### config.mk
export PLATFORM = sky130hd
export DESIGN_NAME = bcd_calendar
export DESIGN_NICKNAME = d
export VERILOG_FILES = /design/src/rtl/bcd_cal_pkg.sv /design/src/rtl/cal_prescaler.sv /design/src/rtl/cal_wrap_counter.sv /design/src/rtl/cal_date_unit.sv /design/src/rtl/bcd_calendar.sv
export SDC_FILE = /design/constraint.sdc
export NUM_CORES = 1
export LEC_CHECK = 0
export BUFFER_PORTS_ARGS = -buffer_cell sky130_fd_sc_hd__buf_4
export CAP_MARGIN = 20
export CORE_MARGIN = 2
export CORE_UTILIZATION = 50
export DETAILED_ROUTE_END_ITERATION = 8
export GPL_TIMING_DRIVEN = 0
export PLACE_DENSITY = 0.75
export SKIP_CTS_REPAIR_TIMING = 1
export SYNTH_ARGS = -nofsm -noshare
export SYNTH_HDL_FRONTEND = slang
export SYNTH_SLANG_ARGS = --single-unit
### constraint.sdc
create_clock -name clk_i -period 9.8 [get_ports clk_i]
set_input_delay 1.96 -clock clk_i [delete_from_list [all_inputs] [get_ports clk_i]]
set_output_delay 1.96 -clock clk_i [all_outputs]
set_load 0.05 [all_outputs]
### src/rtl/bcd_cal_pkg.sv
package bcd_cal_pkg;

  localparam int unsigned HMS_W  = 6;
  localparam int unsigned WDAY_W = 3;
  localparam int unsigned MDAY_W = 5;
  localparam int unsigned MON_W  = 4;
  localparam int unsigned YEAR_W = 10;

  localparam logic [YEAR_W-1:0] YEAR_LAST = YEAR_W'(999);
  localparam logic [YEAR_W-1:0] YEAR_RST  = YEAR_W'(100);
  localparam logic [WDAY_W-1:0] WDAY_RST  = WDAY_W'(6);

  function automatic logic [7:0] bin_to_bcd2(input logic [6:0] v);
    return {4'(v / 7'd10), 4'(v % 7'd10)};
  endfunction

  function automatic logic [6:0] bcd2_to_bin(input logic [7:0] b);
    return {3'b0, b[7:4]} * 7'd10 + {3'b0, b[3:0]};
  endfunction

  function automatic logic [11:0] bin_to_bcd3(input logic [9:0] v);
    return {4'(v / 10'd100), bin_to_bcd2(7'(v % 10'd100))};
  endfunction

  function automatic logic [9:0] bcd3_to_bin(input logic [11:0] b);
    return {6'b0, b[11:8]} * 10'd100 + {3'b0, bcd2_to_bin(b[7:0])};
  endfunction

  // year counted from 1900
  function automatic logic is_leap(input logic [9:0] y);
    return (y % 10'd4 == 10'd0) &&
           ((y % 10'd100 != 10'd0) || (y % 10'd400 == 10'd100));
  endfunction

  // month is 0-based
  function automatic logic [4:0] month_len(input logic [3:0] m, input logic leap);
    case (m)
      4'd1:                      return leap ? 5'd29 : 5'd28;
      4'd3, 4'd5, 4'd8, 4'd10:   return 5'd30;
      default:                   return 5'd31;
    endcase
  endfunction

endpackage

### src/rtl/cal_prescaler.sv
module cal_prescaler #(
  parameter int unsigned TICKS = 32768,
  localparam int unsigned CW = (TICKS > 1) ? $clog2(TICKS) : 1
) (
  input  logic clk_i,
  input  logic rst_ni,
  input  logic en_i,
  input  logic ref_tick_i,
  output logic adv_o
);

  localparam logic [CW-1:0] LAST = CW'(TICKS - 1);

  logic [CW-1:0] cnt_q;

  assign adv_o = en_i && ref_tick_i && (cnt_q == LAST);

  always_ff @(posedge clk_i or negedge rst_ni) begin
    if (!rst_ni)         cnt_q <= '0;
    else if (!en_i)      cnt_q <= '0;
    else if (ref_tick_i) cnt_q <= (cnt_q == LAST) ? '0 : cnt_q + 1'b1;
  end

  AST_IDLE_CLEARS: assert property (@(posedge clk_i) disable iff (!rst_ni)
    !en_i |=> cnt_q == '0);
  AST_COUNT_STEP: assert property (@(posedge clk_i) disable iff (!rst_ni)
    en_i && ref_tick_i && !adv_o |=> cnt_q == $past(cnt_q) + 1'b1);

endmodule

### src/rtl/cal_wrap_counter.sv
module cal_wrap_counter #(
  parameter int unsigned W    = 6,
  parameter int unsigned LAST = 59
) (
  input  logic         clk_i,
  input  logic         rst_ni,
  input  logic         inc_i,
  input  logic         ld_i,
  input  logic [W-1:0] ld_val_i,
  output logic [W-1:0] val_o,
  output logic         carry_o
);

  logic [W-1:0] val_q;
  logic         at_end;

  assign at_end  = val_q >= W'(LAST);
  assign carry_o = inc_i && at_end;
  assign val_o   = val_q;

  // load wins over increment; carry still from old value
  always_ff @(posedge clk_i or negedge rst_ni) begin
    if (!rst_ni)     val_q <= '0;
    else if (ld_i)   val_q <= ld_val_i;
    else if (inc_i)  val_q <= at_end ? '0 : val_q + 1'b1;
  end

  AST_WRAP_ZERO: assert property (@(posedge clk_i) disable iff (!rst_ni)
    inc_i && !ld_i && val_o >= W'(LAST) |=> val_o == '0);
  AST_HOLD_IDLE: assert property (@(posedge clk_i) disable iff (!rst_ni)
    !inc_i && !ld_i |=> $stable(val_o));
  AST_LOAD_WINS: assert property (@(posedge clk_i) disable iff (!rst_ni)
    ld_i |=> val_o == $past(ld_val_i));

endmodule

### src/rtl/cal_date_unit.sv
module cal_date_unit
  import bcd_cal_pkg::*;
(
  input  logic              clk_i,
  input  logic              rst_ni,
  input  logic              day_inc_i,
  input  logic              wr_wday_i,
  input  logic              wr_mday_i,
  input  logic              wr_mon_i,
  input  logic              wr_year_i,
  input  logic [WDAY_W-1:0] wday_val_i,
  input  logic [MDAY_W-1:0] mday_val_i,
  input  logic [MON_W-1:0]  mon_val_i,
  input  logic [YEAR_W-1:0] year_val_i,
  output logic [WDAY_W-1:0] wday_o,
  output logic [MDAY_W-1:0] mday_o,
  output logic [MON_W-1:0]  mon_o,
  output logic [YEAR_W-1:0] year_o
);

  logic [WDAY_W-1:0] wday_q;
  logic [MDAY_W-1:0] mday_q, dim;
  logic [MON_W-1:0]  mon_q;
  logic [YEAR_W-1:0] year_q;
  logic              mday_roll, mon_roll;

  assign dim       = month_len(mon_q, is_leap(year_q));
  assign mday_roll = day_inc_i && (mday_q >= dim);
  assign mon_roll  = mday_roll && (mon_q >= MON_W'(11));

  always_ff @(posedge clk_i or negedge rst_ni) begin
    if (!rst_ni) begin
      wday_q <= WDAY_RST;
      mday_q <= MDAY_W'(1);
      mon_q  <= '0;
      year_q <= YEAR_RST;
    end else begin
      if (wr_wday_i)      wday_q <= wday_val_i;
      else if (day_inc_i) wday_q <= (wday_q >= WDAY_W'(6)) ? '0 : wday_q + 1'b1;

      if (wr_mday_i)      mday_q <= mday_val_i;
      else if (day_inc_i) mday_q <= mday_roll ? MDAY_W'(1) : mday_q + 1'b1;

      if (wr_mon_i)       mon_q <= mon_val_i;
      else if (mday_roll) mon_q <= mon_roll ? '0 : mon_q + 1'b1;

      if (wr_year_i)      year_q <= year_val_i;
      else if (mon_roll)  year_q <= (year_q >= YEAR_LAST) ? '0 : year_q + 1'b1;
    end
  end

  assign wday_o = wday_q;
  assign mday_o = mday_q;
  assign mon_o  = mon_q;
  assign year_o = year_q;

  AST_WDAY_WRAP: assert property (@(posedge clk_i) disable iff (!rst_ni)
    day_inc_i && !wr_wday_i && wday_q == WDAY_W'(6) |=> wday_q == '0);
  AST_MDAY_ROLL: assert property (@(posedge clk_i) disable iff (!rst_ni)
    day_inc_i && !wr_mday_i && mday_q == dim |=> mday_q == MDAY_W'(1));
  AST_FEB_LEAP: assert property (@(posedge clk_i) disable iff (!rst_ni)
    day_inc_i && !wr_mday_i && !wr_mon_i && mon_q == MON_W'(1) &&
    mday_q == MDAY_W'(28) && is_leap(year_q)
    |=> mday_q == MDAY_W'(29) && mon_q == MON_W'(1));
  AST_YEAR_STEP: assert property (@(posedge clk_i) disable iff (!rst_ni)
    day_inc_i && !wr_mday_i && !wr_mon_i && !wr_year_i &&
    mon_q == MON_W'(11) && mday_q == MDAY_W'(31)
    |=> mon_q == '0 &&
        year_q == (($past(year_q) >= YEAR_LAST) ? '0 : $past(year_q) + 1'b1));

endmodule

### src/rtl/bcd_calendar.sv
module bcd_calendar
  import bcd_cal_pkg::*;
#(
  parameter int unsigned REF_TICKS = 32768
) (
  input  logic        clk_i,
  input  logic        rst_ni,
  input  logic        ref_tick_i,
  input  logic        rtc_en_i,
  input  logic        wr_sec_i,
  input  logic        wr_min_i,
  input  logic        wr_hour_i,
  input  logic        wr_wday_i,
  input  logic        wr_mday_i,
  input  logic        wr_mon_i,
  input  logic        wr_year_i,
  input  logic [11:0] wr_data_i,
  output logic [7:0]  sec_o,
  output logic [7:0]  min_o,
  output logic [7:0]  hour_o,
  output logic [7:0]  wday_o,
  output logic [7:0]  mday_o,
  output logic [7:0]  mon_o,
  output logic [11:0] year_o,
  output logic        sec_tick_o
);

  localparam int unsigned NUM_HMS = 3;
  localparam int unsigned HMS_LAST [NUM_HMS] = '{59, 59, 23};

  logic               sec_adv, sec_tick_q;
  logic [NUM_HMS-1:0] hms_inc, hms_carry, hms_ld;
  logic [HMS_W-1:0]   hms_val [NUM_HMS];
  logic [6:0]         wr_bin2;
  logic [WDAY_W-1:0]  wday_q;
  logic [MDAY_W-1:0]  mday_q;
  logic [MON_W-1:0]   mon_q;
  logic [YEAR_W-1:0]  year_q;

  cal_prescaler #(.TICKS(REF_TICKS)) u_prescaler (
    .clk_i      (clk_i),
    .rst_ni     (rst_ni),
    .en_i       (rtc_en_i),
    .ref_tick_i (ref_tick_i),
    .adv_o      (sec_adv)
  );

  assign wr_bin2 = bcd2_to_bin(wr_data_i[7:0]);
  assign hms_inc = {hms_carry[NUM_HMS-2:0], sec_adv};
  assign hms_ld  = {wr_hour_i, wr_min_i, wr_sec_i} & {NUM_HMS{rtc_en_i}};

  for (genvar g = 0; g < NUM_HMS; g++) begin : g_hms
    cal_wrap_counter #(.W(HMS_W), .LAST(HMS_LAST[g])) u_cnt (
      .clk_i    (clk_i),
      .rst_ni   (rst_ni),
      .inc_i    (hms_inc[g]),
      .ld_i     (hms_ld[g]),
      .ld_val_i (HMS_W'(wr_bin2)),
      .val_o    (hms_val[g]),
      .carry_o  (hms_carry[g])
    );
  end

  cal_date_unit u_date (
    .clk_i      (clk_i),
    .rst_ni     (rst_ni),
    .day_inc_i  (hms_carry[NUM_HMS-1]),
    .wr_wday_i  (wr_wday_i && rtc_en_i),
    .wr_mday_i  (wr_mday_i && rtc_en_i),
    .wr_mon_i   (wr_mon_i && rtc_en_i),
    .wr_year_i  (wr_year_i && rtc_en_i),
    .wday_val_i (WDAY_W'(wr_bin2)),
    .mday_val_i (MDAY_W'(wr_bin2)),
    .mon_val_i  (MON_W'(wr_bin2 - 7'd1)),
    .year_val_i (bcd3_to_bin(wr_data_i)),
    .wday_o     (wday_q),
    .mday_o     (mday_q),
    .mon_o      (mon_q),
    .year_o     (year_q)
  );

  always_ff @(posedge clk_i or negedge rst_ni) begin
    if (!rst_ni) sec_tick_q <= 1'b0;
    else         sec_tick_q <= sec_adv;
  end

  assign sec_o      = bin_to_bcd2({1'b0, hms_val[0]});
  assign min_o      = bin_to_bcd2({1'b0, hms_val[1]});
  assign hour_o     = bin_to_bcd2({1'b0, hms_val[2]});
  assign wday_o     = bin_to_bcd2({4'b0, wday_q});
  assign mday_o     = bin_to_bcd2({2'b0, mday_q});
  assign mon_o      = bin_to_bcd2({3'b0, mon_q} + 7'd1);
  assign year_o     = bin_to_bcd3(year_q);
  assign sec_tick_o = sec_tick_q;

  AST_OFF_FROZEN: assert property (@(posedge clk_i) disable iff (!rst_ni)
    !rtc_en_i |=> $stable(sec_o) && $stable(min_o) && $stable(hour_o) &&
    $stable(wday_o) && $stable(mday_o) && $stable(mon_o) && $stable(year_o));
  AST_TICK_PULSE: assert property (@(posedge clk_i) disable iff (!rst_ni)
    sec_tick_o |=> !sec_tick_o);
  AST_TICK_ONLY_ON: assert property (@(posedge clk_i) disable iff (!rst_ni)
    !rtc_en_i |=> !sec_tick_o);

endmodule

* Word-level counts from Yosys, hierarchy flattened
Cells that the tools add are included.
Word-level totals: flip-flop bits (word level) 56, bits of input ports 23, output and inout bits 61, word-level logic and storage cells 105
Operators by class: add/subtract/negate cells 12, $mul 2, div/mod/pow operators 17, $lt $le $gt $ge 7, eq/ne operators 8, muxes and demuxes 26, bitwise logic cells 1, reduce and logical (&&, ||, !) cells 23
Operator list (number):
- $mux 6 | 9
- $mux 15 | 3
- $mux 10 | 3
- $div 6x4->7 const B | 3
- $mod 6x4->7 const B | 3
- $add 6x1->6 const B | 3
- $add 15x1->15 const B | 1
- $eq 15x15->1 const B | 1
- $mux 5 | 3
- $div 7x4->7 const B | 2
- $mod 7x4->7 const B | 2
- $reduce_bool 2->1 | 7
- $ge 6x6->1 const B | 2
- $logic_and 1x1->1 | 12
- $mux 4 | 3
- $add 10x1->10 const B | 1
- $add 10x7->10 | 1
- $div 10x7->10 const B | 1
- $eq 10x7->1 const B | 1
- $ge 10x10->1 const B | 1
- $logic_not 10->1 | 1
- $mod 10x7->10 const B | 1
- $mod 10x9->10 const B | 1
- $pmux 5 s2 | 1
- 27 further kinds | 30

* Depth between registers and ports, before layout
Gate-level depths: netlist (run 1).
depth after elaboration 12, mapped depth 23, gate-level depth less buffers 20

* Cells and area by module
Synthesis (run 1) repeated with hierarchy kept, for this count alone.
Second synthesis, totals: cells, all modules 936, area total of the unflattened synthesis 7342.0 µm²
Modules (own cells, without submodules):
- bcd_calendar | instances 1, cells each 463, area each 3264.4 µm², sequential area each 25.0 µm²
- cal_date_unit | instances 1, cells each 248, area each 2001.9 µm², sequential area each 558.0 µm²
- cal_prescaler | instances 1, cells each 96, area each 882.1 µm², sequential area each 375.4 µm²
- cal_wrap_counter at g_hms[0].u_cnt ... | instances 2, cells each 44, area each 391.6 µm², sequential area each 150.1 µm²
- cal_wrap_counter at g_hms[2].u_cnt | instances 1, cells each 41, area each 410.4 µm², sequential area each 150.1 µm²

* Worst setup path after synthesis (run 1)
Ideal clock, no wire load.
path kind register to output, start register u_date.year_q[5], in the netlist u_date.year_o[5], end output port year_o[2], arrival time 5455 ps, required time 7840 ps, slack 2385 ps, stages on the path, launching flop included 20, path buffers 1, path through dfstp_2 > buf_6 > nor3_4 > a221o_1 > a21boi_4 > mux2i_1 > nor2_4 > o311ai_0 > a21boi_2 > inv_1 > o211ai_1 > a31oi_1 > or3_1 > ha_1 > inv_1 > nor2_1 > o221ai_1 > o2bb2a_4 > a211oi_2 > mux2i_1
Between the ends: longest elaborated chain between the ends 2
Ends and longest elaborated chain:
- start: declaration | RTL line cal_date_unit.sv:24 | logic [YEAR_W-1:0] year_q;
- start signal: assignment | RTL line cal_date_unit.sv:47 | if (wr_year_i) year_q <= year_val_i;
- start signal: assignment | RTL line cal_date_unit.sv:48 | else if (mon_roll) year_q <= (year_q >= YEAR_LAST) ? '0 : year_q + 1'b1;
- $mod 10x7->10 | RTL line bcd_cal_pkg.sv:22 | return {4'(v / 10'd100), bin_to_bcd2(7'(v % 10'd100))};
- $mod 7x4->7 | RTL line bcd_cal_pkg.sv:14 | return {4'(v / 7'd10), 4'(v % 7'd10)};
- end: declaration | RTL line bcd_calendar.sv:24 | output logic [11:0] year_o,
Every way passes these cells.

* Worst setup path after layout (run 1)
start register u_date.year_q[6], in the netlist u_date.year_o[6], end output port year_o[2]
The elaborated chain is that of the path after synthesis.

==> results.cfg, run 1 <==
[yosys]
synth.top_cells.by_area = dfrtp_1, ha_1, o21ai_0
yosys_register_bits = 56
yosysSeqAreaShare = 0.208
yosysTopAreaCellShare = 0.185
postSynth.topFlopCell = dfrtp_1
synth_largest_area_cell = dfrtp_1
share_of_flip_flops_with_an_asynchronous_set_or_reset_after_synthesis = 1.00
ys.warnings.count = 0
synth.top_cells.by_count = nand2_1, o21ai_0, nor2_1, ha_1, inv_1
synthesis.instances = 873
postSynthAreaPerCell_um2 = 7.75
synth.most_common_cell = nand2_1
synth_area_um2 = 6770
synth-edff-count = 0
synth_cell_types = 95

[timing]
clock_skew_ps = 5.56
finalMaxSlewViolations = 0
worst_slew_pin_slew_ps = 841
max_clock_freq_mhz = 137
final_critical_path_setup_slack_ps = 2490
timing.slew.headroom = 0.434
timing_hold_violations_final = 0
grt_setup_unrepaired = false
report.final.setup_viol = 0
finalCritPeriodShare = 0.746
totalNegativeSetupSlack_ps = 0
fin_crit_ps = 7310

[finish]
final_nets = 1043
area_taken_by_multi_input_logic_gates_um2 = 4820
instances_no_fill = 1137
footprint_of_the_flip_flops_and_latches_um2 = 1410
nFillCells = 1262
syn2layout_area_growth_pct = 13.7
n_antenna_cell = 0
drive_gt1_frac = 0.157

[detailed_routing]
initialDrtViolationCount = 550
totalWireLength_um = 17100
post_drt_via_cell_ratio = 5.92
num_vias = 6726
avgRoutedWirePerCell_um = 15.1
drt_pass1_iterations = 5
drc_errors = 0
final_antenna_net_count = 0

[outcome]
result_of_the_run = finished, final reports clean

[floorplan]
die_ht_um = 120
die-area_um2 = 14500
placeableCoreArea_um2 = 13200
initial_utilization = 0.511
fp-row-count = 42
pin_count = 84
chipWidth_um = 120

[clock_network]
ctsLongestPathBuffers = 2
cts.root.buffer_cell = clkbuf_16
tritoncts_num_sinks = 56
cts.reportedPaths.clkPinSlew_ps = 70
h-tree-depth = 2
cts_tree = yes
clock_insertion_delay_worst_skew_ps = 290
cts-buffers-inserted = 5

[global_routing]
grt_remaining_overflow = 0
first_global_vias = 6145
grt_util_overall = 0.237
maximum_number_of_pins_on_one_net_before_global_route_repair = 57
grt_antenna_before_repair = 0
grt_first_pass_wirelength_um = 29000

[setup_path]
r2r_start = u_date.year_o[6]$_DFFE_PN1P_
cpLargestDelayFamily = compound AO/OA/AOI/OAI gates
critPathRequiredTime_ps = 7840
cpMaxStageDelayCell = dfstp_2
worst-path-max-fanout = 10
cp_cell_sequence = buf_6 > buf_4 > nand2_1 > o22ai_1 > a21oi_1 > o221ai_1 > o211ai_1 > o311ai_0 > a21boi_2 > inv_1 > o211ai_1 > a31oi_1 > or3_1 > ha_1 > inv_1 > nor2_1 > o221ai_1 > o2bb2a_4 > a211oi_2 > mux2i_1 > buf_4
critPathLaunch = u_date.year_o[6]$_DFFE_PN1P_
crit_path_max_incr_delay_ps = 600
cp.arrival_ps = 5350
timing.critical_path.buf_inv = 5
path_class = reg2out
critPathLaunchType = flop
endpoint_kind = output port

[hold_path]
timing.hold.worst.class = reg2reg
min_from = u_prescaler.cnt_q[5]$_DFFE_PN0P_

[place]
port_buffer_cells = 69
gpl.final_weighted_congestion = 0.945
post-dp-hpwl_um = 13100
placedCellCount = 1129
place_ws_ps = 2950

[run]
max_cap_violations = 0
-- cell families after synthesis --
kind of cell | after synthesis | synth area share
compound gates | 289 | 0.299
simple gates | 283 | 0.207
buf+inv | 123 | 0.0860
fa+ha+maj | 60 | 0.115
flops | 56 | 0.208
xor+xnor | 45 | 0.0594
mux | 16 | 0.0242
other cells | 1 | 0.000554
-- registers in the layout (all words and copies together) (netlist names) --
signal             cells
u_date.year_o         10
u_prescaler.cnt_q     15
u_date.wday_o          3
u_date.mday_o          5
g_hms.u_cnt.val_o     18
u_date.mon_o           4
sec_tick_o             1
-- per-stage QoR --
step	area [µm²]	hold slack, ps	utilization
floorplan	6810	462	-
global placement	7540	485	0.570
detailed placement	7540	486	0.570
CTS	7690	496	0.581
global route	7690	540	0.581
finish	7690	497	0.581
-- final timing paths --
path / endpoint / slack (ps) / cells past startpoint
setup / recovery: year_o[2] / 2490 / 21
hold / removal: u_prescaler.cnt_q[5]$_DFFE_PN0P_ / 500 / 1
setup reg to reg: u_date.year_o[8]$_DFFE_PN0P_ / 3910 / 23
hold reg to reg: u_prescaler.cnt_q[5]$_DFFE_PN0P_ / 500 / 1
max in group asynchronous: u_date.year_o[0]$_DFFE_PN0P_ / 7610 / 1
min in group asynchronous: u_prescaler.cnt_q[5]$_DFFE_PN0P_ / 1710 / 1
-- worst reg2reg max path, stage by stage (launching register included) --
cell and delay [ps]:
dfstp_2 600, buf_6 160, buf_4 180, nand2_1 180
o22ai_1 220, a21oi_1 90, o221ai_1 280, o211a_1 310
o21ai_0 110, a2bb2oi_1 550, o211ai_1 160, o311ai_0 660
a31oi_1 180, ha_1 210, inv_1 50, a21oi_1 60
o31ai_1 260, and2_1 170, clkbuf_1 270, nand3_1 190
or2_2 340, clkbuf_1 180, nor4_1 270, a221o_1 150
-- layout by cell type (no fill, tap or decap), types with 9 or more instances in the layout --
cell and instances:
a21o_1 10, a21oi_1 46, a221o_1 11, a31oi_1 24, and2_1 9, buf_4 93
clkbuf_1 33, conb_1 12, dfrtp_1 50, ha_1 56, inv_1 54, mux2i_1 13
nand2_1 80, nand2b_1 12, nand3_1 31, nand4_1 9, nor2_1 64, nor2b_1 10
nor3_1 24, o211ai_1 10, o21ai_0 72, o22ai_1 15, o31ai_1 10, xnor2_1 32
xor2_1 12
-- routing by layer --
| metal | up-vias | GRT usage | wire length, µm |
|---|---|---|---|
| li1 | 3333 | - | - |
| met4 | 0 | 0.0858 | 441 |
| met1 | 3142 | 0.334 | 8100 |
| met3 | 29 | 0.0231 | 783 |
| met2 | 222 | 0.379 | 7790 |
| met5 | - | 0 | 0 |
-- cell type report --
type                    instances  area share
plain buffers                  66      0.0478
clock buffers                   6      0.0168
clock inverters                 2     0.00212
inverters                      57      0.0278
multi-input cells             705       0.626
flip-flops and latches         56       0.183
well taps                     176      0.0286
repair buffers                 69      0.0674
Power of run 1 is left out: the tool's default activity adds up to more than one toggle a clock period on the data nets, which glitch-free logic cannot reach.
==> run 2: changes to the inputs <==
==> constraint.sdc (replaced) <==
create_clock -name clk_i -period 6.8 [get_ports clk_i]
set_input_delay 1.36 -clock clk_i [delete_from_list [all_inputs] [get_ports clk_i]]
set_output_delay 1.36 -clock clk_i [all_outputs]
set_load 0.05 [all_outputs]
==> run 2 against run 1 <==
- hold slack improved by 9.5 ps
- routed wire length hardly changed
- register-to-register slack got worse by 2900 ps
==> results.cfg, run 2 (synthesis results as in run 1) <==
[finish]
syn2layout_area_growth_pct = 14.8
nFillCells = 1209
n_antenna_cell = 0
drive_gt1_frac = 0.167
final_nets = 1047
layout.cells.most_common = buf_4
layout.cells.most_common_list = buf_4, nand2_1, o21ai_0
max_reg_flops = 18
area_taken_by_multi_input_logic_gates_um2 = 4860
footprint_of_the_flip_flops_and_latches_um2 = 1410
instances_no_fill = 1141

[setup_path]
crit_path_max_incr_delay_ps = 610
path_class = reg2out
r2r_start = u_date.year_o[4]$_DFFE_PN0P_
reg2reg_to = u_date.year_o[8]$_DFFE_PN0P_
endpoint_kind = output port
critPathRequiredTime_ps = 5440
critPathLaunchType = flop
cp.arrival_ps = 5190
worst-r2r-cell-count = 22
worst-path-max-fanout = 10
setup.reg_to_reg.worst_slack_ps = 970
cp_cell_sequence = buf_6 > buf_4 > nand2_1 > o22ai_1 > a21oi_1 > o221ai_1 > o211ai_1 > o311ai_1 > a21boi_4 > inv_1 > o211ai_1 > a31oi_1 > or3_1 > ha_1 > inv_1 > nor2_1 > o221ai_1 > o2bb2a_4 > a211oi_4 > mux2i_2 > buf_4
cpMaxStageDelayCell = dfstp_2

[timing]
finalCritPeriodShare = 0.964
max_clock_freq_mhz = 153
timing_hold_violations_final = 0
finalMaxSlewViolations = 0
clock_skew_ps = 6.23
fin_crit_ps = 6550
final_critical_path_setup_slack_ps = 246
report.final.setup_viol = 0
totalNegativeSetupSlack_ps = 0
worst_slew_pin_slew_ps = 797
timing.hold.ws_ps = 506
timing.slew.headroom = 0.455

[detailed_routing]
drc_errors = 0
post_drt_via_cell_ratio = 5.89
avgRoutedWirePerCell_um = 15.0
num_vias = 6723
totalWireLength_um = 17100
initialDrtViolationCount = 699
drt_pass1_iterations = 6
final_antenna_net_count = 0

[place]
placedCellCount = 1129
port_buffer_cells = 69
post-dp-hpwl_um = 13000
gpl.final_weighted_congestion = 0.935
place_ws_ps = 435

[hold_path]
worstHoldPathCells = 1
min_from = u_prescaler.cnt_q[5]$_DFFE_PN0P_
timing.hold.worst.class = reg2reg
worstHoldEndpoint = u_prescaler.cnt_q[5]$_DFFE_PN0P_

[global_routing]
grt_util_overall = 0.234
first_global_vias = 6007
grt_remaining_overflow = 0
grt_antenna_before_repair = 0
grt_first_pass_wirelength_um = 28600
maximum_number_of_pins_on_one_net_before_global_route_repair = 57

[clock_network]
clock_insertion_delay_worst_skew_ps = 300
h-tree-depth = 2
ctsLongestPathBuffers = 2
cts.root.buffer_cell = clkbuf_16
cts_tree = yes
tritoncts_num_sinks = 56
cts-buffers-inserted = 5
cts.reportedPaths.clkPinSlew_ps = 70

[floorplan]
die_ht_um = 120
chipWidth_um = 120
fp-row-count = 42
die-area_um2 = 14500
placeableCoreArea_um2 = 13200
pin_count = 84
initial_utilization = 0.511

[run]
max_cap_violations = 0

[outcome]
result_of_the_run = finished, final reports clean
==> run 2: cell types whose count changed in the layout (fill, tap and decap cells not counted), moves of 2 or more <==
cell      change
buf_4         +4
clkbuf_1      -2
mux2i_2       +2
a211oi_4      +2
a211oi_2      -2
mux2i_1       -2
==> run 2: area by class of cell <==
cell class / instances / area share
buffer: 66 / 0.0475
timing repair buffer: 73 / 0.0706
clock inverter: 3 / 0.00290
clock buffer: 5 / 0.0161
sequential: 56 / 0.181
multi-input combinational: 705 / 0.626
inverter: 57 / 0.0275
tap: 176 / 0.0284
==> run 2: metal layers <==
metal,share of wire,global-route usage
met1,0.46,0.326
met2,0.46,0.386
met3,0.053,0.0255
met4,0.022,0.0669
met5,0,0
==> run 2: worst max path at each step <==
stage	from	endpoint	slack (ps)	cells past startpoint
2_1_floorplan	u_date.year_o[5]$_DFFE_PN1P_	year_o[2]	190	19
3_3_place_gp	u_date.year_o[6]$_DFFE_PN1P_	year_o[2]	460	21
3_5_place_dp	u_date.year_o[6]$_DFFE_PN1P_	year_o[2]	440	21
4_1_cts	u_date.year_o[6]$_DFFE_PN1P_	year_o[2]	90	21
5_1_grt	u_date.year_o[8]$_DFFE_PN0P_	year_o[2]	-3	21
6_report	u_date.year_o[6]$_DFFE_PN1P_	year_o[2]	250	21
==> run 2: metrics by stage <==
step | cell area [µm²] | utilization
2_1_floorplan | 6810 | -
3_3_place_gp | 7550 | 0.570
3_5_place_dp | 7550 | 0.570
4_1_cts | 7700 | 0.581
5_1_grt | 7770 | 0.586
6_report | 7770 | 0.586
==> run 2: worst max-delay path: cells and delay by family (launching register included) <==
family / cells / cell delay, ps
AOI/OAI and AO/OA: 11 / 2290
buffers and inverters: 5 / 840
and+or+nand+nor: 3 / 660
DFF: 1 / 610
adders and majority gates: 1 / 240
muxes: 1 / 240
Power of run 2 is left out for the same reason.
==> run 3: changes to the inputs <==
--- a/config.mk
+++ b/config.mk
@@ -5,14 +5,17 @@
 export SDC_FILE = /design/constraint.sdc
 export NUM_CORES = 1
 export LEC_CHECK = 0
+export ABC_CLOCK_PERIOD_IN_PS = 6800
 export BUFFER_PORTS_ARGS = -buffer_cell sky130_fd_sc_hd__buf_4
 export CAP_MARGIN = 20
+export CORE_ASPECT_RATIO = 1.1
 export CORE_MARGIN = 2
 export CORE_UTILIZATION = 50
 export DETAILED_ROUTE_END_ITERATION = 8
 export GPL_TIMING_DRIVEN = 0
 export PLACE_DENSITY = 0.75
 export SKIP_CTS_REPAIR_TIMING = 1
+export SLEW_MARGIN = 15
 export SYNTH_ARGS = -nofsm -noshare
 export SYNTH_HDL_FRONTEND = slang
 export SYNTH_SLANG_ARGS = --single-unit
==> run 3 against run 2 <==
- core utilization about the same
- global-route usage about the same
- fmax is 1.8% higher
- flip-flop and latch count is the same
- setup slack improved by 120 ps
- routed wire length is 1.9% lower
- critical path depth is 1 lower
- via count down 0.76%
- clock skew is 1.3 ps higher
- first-iteration DRC count down 14%
- non-clock buffer count fell by 1
- hold slack got worse by 5.5 ps
==> results.cfg, run 3 (synthesis results as in run 1) <==
[detailed_routing]
drt_pass1_iterations = 5
num_vias = 6672
post_drt_via_cell_ratio = 5.93
avgRoutedWirePerCell_um = 14.9
final_antenna_net_count = 0
initialDrtViolationCount = 599
drc_errors = 0
totalWireLength_um = 16800

[floorplan]
die_ht_um = 126
initial_utilization = 0.512
fp-row-count = 44
chipWidth_um = 115
placeableCoreArea_um2 = 13200
die-area_um2 = 14500
pin_count = 84

[clock_network]
h-tree-depth = 2
cts.root.buffer_cell = clkbuf_16
tritoncts_num_sinks = 56
cts-buffers-inserted = 5
clock_insertion_delay_worst_skew_ps = 290
ctsLongestPathBuffers = 2
cts_tree = yes
cts.reportedPaths.clkPinSlew_ps = 70

[finish]
n_antenna_cell = 0
area_taken_by_multi_input_logic_gates_um2 = 4850
nFillCells = 1238
footprint_of_the_flip_flops_and_latches_um2 = 1410
layout.cells.most_common_list = buf_4, nand2_1, o21ai_0
post-route-cell-area_um2 = 7750
drive_gt1_frac = 0.163
final_nets = 1046
syn2layout_area_growth_pct = 14.6
layout.cells.most_common = buf_4
instances_no_fill = 1125
max_reg_flops = 18

[hold_path]
timing.hold.worst.class = reg2reg
worstHoldPathCells = 1
min_from = u_prescaler.cnt_q[5]$_DFFE_PN0P_
worstHoldEndpoint = u_prescaler.cnt_q[5]$_DFFE_PN0P_

[timing]
timing_hold_violations_final = 0
worst_slew_pin_slew_ps = 819
totalNegativeSetupSlack_ps = 0
finalMaxSlewViolations = 0
max_clock_freq_mhz = 155
finalCritPeriodShare = 0.946
timing.slew.headroom = 0.449
clock_skew_ps = 7.54
report.final.setup_viol = 0
final_critical_path_setup_slack_ps = 365
grt_setup_unrepaired = false
fin_crit_ps = 6440

[global_routing]
grt_util_overall = 0.234
maximum_number_of_pins_on_one_net_before_global_route_repair = 57
first_global_vias = 6120
grt_antenna_before_repair = 0
grt_remaining_overflow = 0
grt_first_pass_wirelength_um = 28700

[place]
post-dp-hpwl_um = 12700
placedCellCount = 1114
place_ws_ps = 488
port_buffer_cells = 69
gpl.final_weighted_congestion = 0.958
post_dp_cell_area_um2 = 7530

[setup_path]
setup.reg_to_reg.worst_slack_ps = 990
critPathLaunchType = flop
r2r_start = u_date.year_o[4]$_DFFE_PN0P_
cp.arrival_ps = 5080
reg2reg_to = u_date.year_o[8]$_DFFE_PN0P_
worst-r2r-cell-count = 22
critPathRequiredTime_ps = 5440
endpoint_kind = output port
path_class = reg2out
worst-path-max-fanout = 9

[outcome]
result_of_the_run = finished, final reports clean

[run]
max_cap_violations = 0
[run 3: worst max-delay path by stage]
stage | to | slack, ps | from | cells past startpoint
floorplan | year_o[2] | 190 | u_date.year_o[5]$_DFFE_PN1P_ | 19
global placement | year_o[2] | 460 | u_date.year_o[6]$_DFFE_PN1P_ | 21
detailed placement | year_o[2] | 490 | u_date.year_o[6]$_DFFE_PN1P_ | 21
CTS | year_o[2] | 150 | u_date.year_o[6]$_DFFE_PN1P_ | 21
global route | year_o[2] | 20 | u_date.year_o[9]$_DFFE_PN0P_ | 20
finish | year_o[2] | 360 | u_date.year_o[5]$_DFFE_PN1P_ | 20
[run 3: final cells by class]
type                       instances  share of cell area
buffer                            66              0.0475
clock buffer                       6              0.0166
clock inverter                     2             0.00452
inverter                          57              0.0276
multi-input combinational        705               0.626
sequential                        56               0.182
tap                              161              0.0260
timing repair buffer              72              0.0697
[run 3: stage by stage]
step / utilization / hold slack [ps]
after floorplan: - / 462
after global placement: 0.570 / 488
after detailed placement: 0.570 / 494
after CTS: 0.582 / 503
after global routing: 0.587 / 549
final: 0.587 / 501
[run 3: layer usage]
layer  vias up  track usage  wire length, µm
met5         -            0                0
met4         0       0.0695              416
met3        38       0.0260              809
met2       197        0.377             7780
met1      3094        0.330             7810
li1       3343            -                -
[run 3: critical path, stage by stage, from the launching register on]
cell and delay [ps]:
dfstp_2 520, buf_6 130, nor3_4 80, o31ai_1 480, o21ai_0 200, a211oi_2 440
nor2_2 120, a2111oi_2 380, a31oi_2 150, xnor2_1 240, nor2_1 140, nor3_1 50
or3_1 370, ha_1 240, inv_1 140, nor2_1 50, o221ai_1 80, o2bb2a_4 190
a211oi_4 310, mux2i_2 240, buf_4 220
Power of run 3 is left out for the same reason.
